===== src/rtl/ser_shift_core.sv =====
module ser_shift_core #(
  parameter int DW = 8,
  parameter int CW = 4
) (
  input  logic          clk,
  input  logic          rst_n,
  input  logic [1:0]    clk_sel,
  input  logic          edge_pol,
  input  logic          sclk_pin,
  input  logic          din_pin,
  input  logic          sw_strobe,
  input  logic          tmr_pulse,
  input  logic          wr_data,
  input  logic          wr_cnt,
  input  logic [DW-1:0] wr_val,
  input  logic          clr_ovf,
  input  logic          irq_en,
  output logic [DW-1:0] data_q,
  output logic [CW-1:0] cnt_q,
  output logic          ovf_flag,
  output logic          irq,
  output logic          dout_pin
);
  localparam logic [1:0] SRC_PIN = 2'd1, SRC_SW = 2'd2, SRC_TMR = 2'd3;

  logic [2:0] sy;
  logic       hold_q;

  wire ext      = clk_sel == SRC_PIN;
  wire pin_rise = sy[1] & ~sy[2];
  wire pin_fall = ~sy[1] & sy[2];
  wire shift_ev = ext ? (edge_pol ? pin_fall : pin_rise)
                      : ((clk_sel == SRC_SW) & sw_strobe) | ((clk_sel == SRC_TMR) & tmr_pulse);
  wire cnt_ev   = ext ? (pin_rise | pin_fall) : shift_ev;
  wire lat_open = !ext || (sy[1] == edge_pol);
  wire wrap     = cnt_ev && !wr_cnt && (cnt_q == {CW{1'b1}});

  assign dout_pin = lat_open ? data_q[DW-1] : hold_q;
  assign irq      = ovf_flag & irq_en;

  always_ff @(posedge clk or negedge rst_n)
    if (!rst_n) begin
      sy       <= '0;
      hold_q   <= 1'b0;
      data_q   <= '0;
      cnt_q    <= '0;
      ovf_flag <= 1'b0;
    end else begin
      sy     <= {sy[1:0], sclk_pin};
      hold_q <= dout_pin;
      if (wr_data)       data_q <= wr_val;
      else if (shift_ev) data_q <= {data_q[DW-2:0], din_pin};
      if (wr_cnt)        cnt_q <= wr_val[CW-1:0];
      else if (cnt_ev)   cnt_q <= cnt_q + 1'b1;
      if (wrap)          ovf_flag <= 1'b1;
      else if (clr_ovf)  ovf_flag <= 1'b0;
    end


  wr_data_chk: assert property (@(posedge clk) disable iff (!rst_n)
    wr_data |=> data_q == $past(wr_val));

  shift_chk: assert property (@(posedge clk) disable iff (!rst_n)
    (shift_ev && !wr_data) |=> data_q == {$past(data_q[DW-2:0]), $past(din_pin)});

  cnt_step_chk: assert property (@(posedge clk) disable iff (!rst_n)
    (cnt_ev && !wr_cnt) |=> cnt_q == $past(cnt_q) + 1'b1);

  ovf_set_chk: assert property (@(posedge clk) disable iff (!rst_n)
    wrap |=> ovf_flag);

  dout_hold_chk: assert property (@(posedge clk) disable iff (!rst_n)
    (!lat_open && $past(!lat_open)) |-> $stable(dout_pin));

  idle_src_chk: assert property (@(posedge clk) disable iff (!rst_n)
    (clk_sel == 2'd0 && !wr_cnt && !wr_data) |=> ($stable(cnt_q) && $stable(data_q)));
endmodule


===== config.mk =====
export PLATFORM = sky130hd
export DESIGN_NAME = ser_shift_core
export DESIGN_NICKNAME = d
export VERILOG_FILES = /design/src/rtl/ser_shift_core.sv
export SDC_FILE = /design/constraint.sdc
export NUM_CORES = 1
export LEC_CHECK = 0
export BUFFER_PORTS_ARGS = -buffer_cell sky130_fd_sc_hd__buf_2
export CORE_AREA = 2 2 50 52
export DETAILED_ROUTE_END_ITERATION = 16
export DIE_AREA = 0 0 52 54
export PLACE_DENSITY = 0.67
export RECOVER_POWER = 25
export SYNTH_ARGS = -nofsm -noshare
export SYNTH_HDL_FRONTEND = slang
export SYNTH_SLANG_ARGS = --single-unit

===== constraint.sdc =====
create_clock -name clk -period 5.1 [get_ports clk]
set_input_delay 0.51 -clock clk [delete_from_list [all_inputs] [get_ports clk]]
set_output_delay 0.51 -clock clk [all_outputs]
set_load 0.03 [all_outputs]

==> run_results.csv, run 1 <==
group,metric,value,unit
global_route,top_usage_layer,"met2",
sta,maxSlewViolCount,0,
sta,clock_skew,5.98,ps
floorplan,die_w,52,microns
sta,tns,0,ps
clocking,cts_setup_buffers,0,
sta,rsz0062_at_grt,"false",
routing,ant_nets,0,
sta,finalCritPeriodShare,0.394,
sta,post-route-min-period,2010,ps
worst_hold_path,min_path_type,"in -> reg",
synth,ys_warn_count,0,
sta,whs,319,ps
routing,vias,684,
power_and_ir_drop,leakage,0.541,nW
sta,tightest_slew,935,ps
layout,seqCellArea,425,sq um
synth,synth-main-ff-cell,"dfrtp_1",
routing,drtIter0Drc,8,
clocking,cts-buffers-inserted,3,
setup_path,cp_data_required_time,4590,ps
synth,yosys.area.top_type_share,0.499,
synth,post-synth-top-count-cell,"dfrtp_1",
routing,wl,1730,microns
global_route,gr-usage-met1,0.176,
floorplan,die_area,2810,sq um
global_route,grt_pass1_vias,659,
synth,synth_commonest_cells,"dfrtp_1 (17), nand2_1 (12), mux2i_1 (11), o21ai_1 (9), inv_1 (5)",
synth,netlist_area,852,sq um
clocking,cts.sinks,17,
clocking,htree_levels,1,
floorplan,start_util,0.367,
clocking,clockBufferDepth,2,
setup_path,cp_max_fo,4,
global_route,antenna_found_initial,0,
setup_path,crit_path_end_kind,"primary output",
layout,finalNetCount,141,
placement,portBuffers,35,
layout,diodes,0,
power_and_ir_drop,p_total,0.323,mW
floorplan,row_count,18,
global_route,grt_overflow,0,
synth,synth_fp_nets,103,
placement,place_congestion,0.670,
layout,drive_above_1_share,0.353,
floorplan,ios,36,
clocking,cts_tree,"yes",
synth,synth_edf_count,0,
placement,dp_hpwl,1380,microns
clocking,clk_transition_reported_paths,100,ps
synth,ys_ff_latch,17,
routing,drt_drc_violations_left,0,
clocking,root_buffer,"clkbuf_4",
setup_path,crit_type,"reg -> out",
clocking,cts_resized,0,
layout,syn_to_final_growth,27.2,%
layout,final_util,0.467,
synth,ys_seq_area_frac,0.499,
floorplan,fp.coreArea,2320,sq um
synth,synth.distinct_cells,23,
routing,viasPerCell,4.68,
sta,finalHoldViolCount,0,
power_and_ir_drop,peakVddDrop,0.000145,V
clocking,ctsHoldBuffers,0,
routing,wl_per_cell,11.9,microns
synth,ys_async_sr_fraction,1.00,
synth,avgSynthCellArea,10.8,sq um
synth,syn_inst,79,
global_route,grt_use_total,0.143,
power_and_ir_drop,powerDensity,298,nW/um^2
clocking,clkLatencyLatePin,290,ps
layout,multi_input_area,400,sq um
setup_path,start_kind,"flip-flop",
setup_path,cp.arrival,1500,ps
outcome,outcome,"completed",
synth,netlist.top_cell.by_area,"dfrtp_1",
global_route,grt.met2_usage,0.232,
global_route,grt_use_met3,0.0167,
global_route,grt_max_degree,18,
layout,num-fill-cells,237,
routing,firstDrtPassIters,4,
sta,relSlewSlack,0.377,
sta,setup_viol,0,
global_route,grt_first_pass_wirelength,2830,microns
synth,synth_area_leaders,"dfrtp_1 (50%), mux2i_1 (13%), o21ai_1 (5.3%), nand2_1 (5.3%), ha_1 (4.4%)",
flow_run,cap_violations,0,
sta,fmax,498,MHz
floorplan,dieHeight,54,microns
## worst paths after layout
| path | depth (start not counted) | slack (ps) | end | from |
|---|---|---|---|---|
| worst max-delay path | 4 | 3090 | dout_pin | sy[1]$_DFF_PN0_ |
| worst min-delay path | 1 | 320 | sy[0]$_DFF_PN0_ | sclk_pin |
| worst max register to register | 6 | 3270 | cnt_q[3]$_DFFE_PN0P_ | sy[1]$_DFF_PN0_ |
| worst min register to register | 0 | 360 | sy[1]$_DFF_PN0_ | sy[0]$_DFF_PN0_ |
| max in group asynchronous | 1 | 4200 | data_q[1]$_DFFE_PN0P_ | rst_n |
| min in group asynchronous | 1 | 330 | data_q[2]$_DFFE_PN0P_ | rst_n |
## metrics by stage
step	area, sq um	cells	setup slack (ps)
after floorplan	852	79	3370
after global placement	1060	142	3130
after detailed placement	1060	142	3110
after CTS	1080	146	3070
after global routing	1080	146	3020
final	1080	146	3090
## worst max-delay path, cell delays in order (launching register included)
cell and delay, ps:
dfrtp_1 440, xnor2_1 150, nor2_1 100, mux2_2 350
buf_2 180
## flip-flops by register name (all words and copies together) (netlist names)
register / flops
sy: 3
hold_q: 1
data_q: 8
ovf_flag: 1
cnt_q: 4
## kinds of logic (layout without fill, tap and decap cells)
group,Yosys count,in the layout,synth area share
AO/OA/AOI/OAI,17,17,0.142
XOR/XNOR,3,3,0.0308
adder cells (fa/ha/maj),3,3,0.0441
buffers and inverters,7,44,0.0308
flip-flops,17,17,0.499
multiplexers,12,12,0.142
AND/OR/NAND/NOR,20,20,0.110
## per-layer routing
metal | up-vias | part of all wire
met5 | - | 0
met4 | 0 | 0.016
met3 | 2 | 0.061
met2 | 22 | 0.47
met1 | 313 | 0.46
li1 | 347 | -
## cell type report
type	instances	area share
clock inverter	1	0.00462
clock buffer	3	0.0208
sequential	17	0.393
multi-input combinational	55	0.370
inverter	5	0.0173
tap	30	0.0346
timing repair buffer	35	0.161
## power breakdown
group,leakage [nW],internal (mW),total [mW],switching [mW]
logic,0.316,0.0345,0.0919,0.0574
clock network,0.0177,0.0291,0.0709,0.0418
registers,0.207,0.149,0.160,0.0116
## placed cells by master (no fill, tap or decap), drive strengths merged, types with 2 or more instances in the layout
cell    instances
ha              3
o21ai          11
mux2i          11
nand2          12
inv             5
nand2b          2
dfrtp          17
clkbuf          4
xnor2           3
buf            34
Power figures use the tool's default switching activity.
==> run 2: changes to the inputs <==
--- a/config.mk
+++ b/config.mk
@@ -5,11 +5,12 @@
 export SDC_FILE = /design/constraint.sdc
 export NUM_CORES = 1
 export LEC_CHECK = 0
+export ABC_AREA = 1
 export BUFFER_PORTS_ARGS = -buffer_cell sky130_fd_sc_hd__buf_2
-export CORE_AREA = 2 2 50 52
+export CORE_AREA = 2 2 53 55
 export DETAILED_ROUTE_END_ITERATION = 16
-export DIE_AREA = 0 0 52 54
-export PLACE_DENSITY = 0.67
+export DIE_AREA = 0 0 55 57
+export PLACE_DENSITY = 0.68
 export RECOVER_POWER = 25
 export SYNTH_ARGS = -nofsm -noshare
 export SYNTH_HDL_FRONTEND = slang
==> constraint.sdc (replaced) <==
create_clock -name clk -period 1.7 [get_ports clk]
set_input_delay 0.17 -clock clk [delete_from_list [all_inputs] [get_ports clk]]
set_output_delay 0.17 -clock clk [all_outputs]
set_load 0.03 [all_outputs]
==> run_results.csv, run 2 <==
group,metric,value,unit
setup_path,start_kind,"flip-flop",
layout,syn_to_final_growth,27.3,%
synth,yosys.area.top_type_share,0.433,
routing,firstDrtPassIters,2,
clocking,clockBufferDepth,2,
sta,rsz0062_at_grt,"false",
layout,layout_common_cells,"nand2_1 (38), buf_2 (33), dfrtp_1 (17)",
setup_path,crit_type,"reg -> out",
clocking,cts-buffers-inserted,3,
setup_path,cp_max_fo,3,
synth,ys_warn_count,0,
routing,ant_nets,0,
global_route,grt_pass1_vias,872,
synth,synth-main-ff-cell,"dfrtp_1",
floorplan,row_count,19,
placement,dp_hpwl,1620,microns
layout,fin_cells,188,
synth,avgSynthCellArea,8.54,sq um
sta,setup_viol,0,
routing,vias,894,
sta,maxSlewViolCount,0,
flow_run,cap_violations,0,
layout,top_regs,"data_q (8), cnt_q (4), sy (3)",
setup_path,cp.arrival,1400,ps
floorplan,ios,36,
layout,largest_register_ffs,8,
clocking,clkLatencyLatePin,290,ps
clocking,htree_levels,1,
routing,drtIter0Drc,11,
global_route,grt_use_total,0.154,
power_and_ir_drop,leakage,0.691,nW
outcome,outcome,"completed",
floorplan,fp.coreArea,2620,sq um
layout,num-fill-cells,278,
synth,synth_area_leaders,"dfrtp_1 (43%), nand2_1 (15%), mux2_2 (9.2%), nand3_1 (7.6%), inv_1 (5.4%)",
worst_hold_path,hold-path-cell-count,2,
routing,wl_per_cell,11.1,microns
floorplan,start_util,0.376,
sta,tightest_slew,909,ps
setup_path,crit_path_end_kind,"primary output",
synth,ys_seq_area_frac,0.433,
synth,ys_ff_latch,17,
sta,tns,0,ps
sta,clock_skew,5.20,ps
sta,fmax,638,MHz
synth,synth_edf_count,0,
layout,diodes,0,
global_route,grt_max_degree,18,
synth,netlist_area,982,sq um
synth,synth_commonest_cells,"nand2_1 (38), dfrtp_1 (17), nand3_1 (15), inv_1 (14), mux2_2 (8)",
clocking,cts.sinks,17,
worst_hold_path,min_path_type,"in -> reg",
floorplan,die_area,3140,sq um
placement,placed_cells,180,
synth,post-synth-top-count-cell,"nand2_1",
sta,finalHoldViolCount,0,
clocking,root_buffer,"clkbuf_4",
floorplan,dieHeight,57,microns
layout,finalNetCount,182,
synth,synth_fp_nets,139,
routing,viasPerCell,4.76,
clocking,cts_tree,"yes",
sta,relSlewSlack,0.394,
synth,ys_async_sr_fraction,1.00,
placement,place_congestion,0.734,
layout,final_common_cell,"nand2_1",
power_and_ir_drop,powerDensity,895,nW/um^2
global_route,grt_overflow,0,
routing,drt_drc_violations_left,0,
layout,drive_above_1_share,0.344,
sta,post-route-min-period,1570,ps
power_and_ir_drop,p_total,1.12,mW
placement,portBuffers,35,
synth,synth.distinct_cells,19,
setup_path,ff2ff_path_depth,10,
synth,syn_inst,115,
layout,largest_register,"data_q",
routing,wl,2080,microns
clocking,clk_transition_reported_paths,100,ps
sta,finalCritPeriodShare,0.922,
global_route,antenna_found_initial,0,
synth,netlist.top_cell.by_area,"dfrtp_1",
global_route,grt_first_pass_wirelength,3610,microns
power_and_ir_drop,peakVddDrop,0.000608,V
floorplan,die_w,55,microns
setup_path,cp_data_required_time,1530,ps
## run 2: critical path, cell delays in order, from the launching register on
cell and delay [ps]:
dfrtp_1 400, or2_2 290, nand3_1 100, nand2_1 60, o21ai_1 90, buf_4 180
## run 2: cell type report
cell class              count  area (sq um)  share of cell area
clock buffers               4          26.3              0.0210
inverters                  14          52.6              0.0420
multi-input cells          83           499               0.399
flip-flops and latches     17           425               0.340
well taps                  31          38.8              0.0310
repair buffers             39           208               0.166
## run 2: per-layer routing
layer  routed length [microns]  vias to the layer above  global-route usage
met1                       933                      407               0.193
met5                         0                        -                   0
met2                       995                       28               0.267
li1                          -                      459                   -
met4                         0                        0              0.0105
met3                       150                        0              0.0524
## run 2: where the power goes
part	internal (mW)	switching, mW
Sequential	0.462	0.0555
Clock	0.0911	0.123
Combinational	0.141	0.248
## run 2: what timing repair did
item	in CTS	in global routing
gates resized for setup	0	2
hold buffers	2	0
setup endpoints to repair	0	1
hold endpoints to repair	18	0
buffers inserted	0	2
## run 2: cells by family (layout without fill, tap and decap cells)
family / count (synthesis) / after routing / synth area share
AO/OA/AOI/OAI: 7 / 7 / 0.0522
AND/OR/NAND/NOR: 64 / 64 / 0.317
XOR/XNOR: 1 / 1 / 0.00892
flip-flops: 17 / 17 / 0.433
adder cells (fa/ha/maj): 3 / 3 / 0.0382
buffers and inverters: 15 / 57 / 0.0586
multiplexers: 8 / 8 / 0.0917
## run 2: path summary, 6_finish.rpt
| check | endpoint | from | slack [ps] |
|---|---|---|---|
| setup / recovery | dout_pin | sy[1]$_DFF_PN0_ | 130 |
| hold / removal | ovf_flag$_DFFE_PN0P_ | clr_ovf | 50 |
| setup reg to reg | data_q[3]$_DFFE_PN0P_ | sy[1]$_DFF_PN0_ | 220 |
| hold reg to reg | sy[1]$_DFF_PN0_ | sy[0]$_DFF_PN0_ | 350 |
| max in group asynchronous | sy[1]$_DFF_PN0_ | rst_n | 620 |
| min in group asynchronous | ovf_flag$_DFFE_PN0P_ | rst_n | 520 |
## run 2: stage by stage
step,utilization,setup slack [ps],cell area (sq um),hold slack [ps]
global route,0.478,7.73,1250,45.2
finish,0.478,133,1250,52.3
floorplan,-,211,982,-126
detailed placement,0.456,348,1190,117
CTS,0.473,30.1,1240,37.9
global placement,0.456,398,1190,108
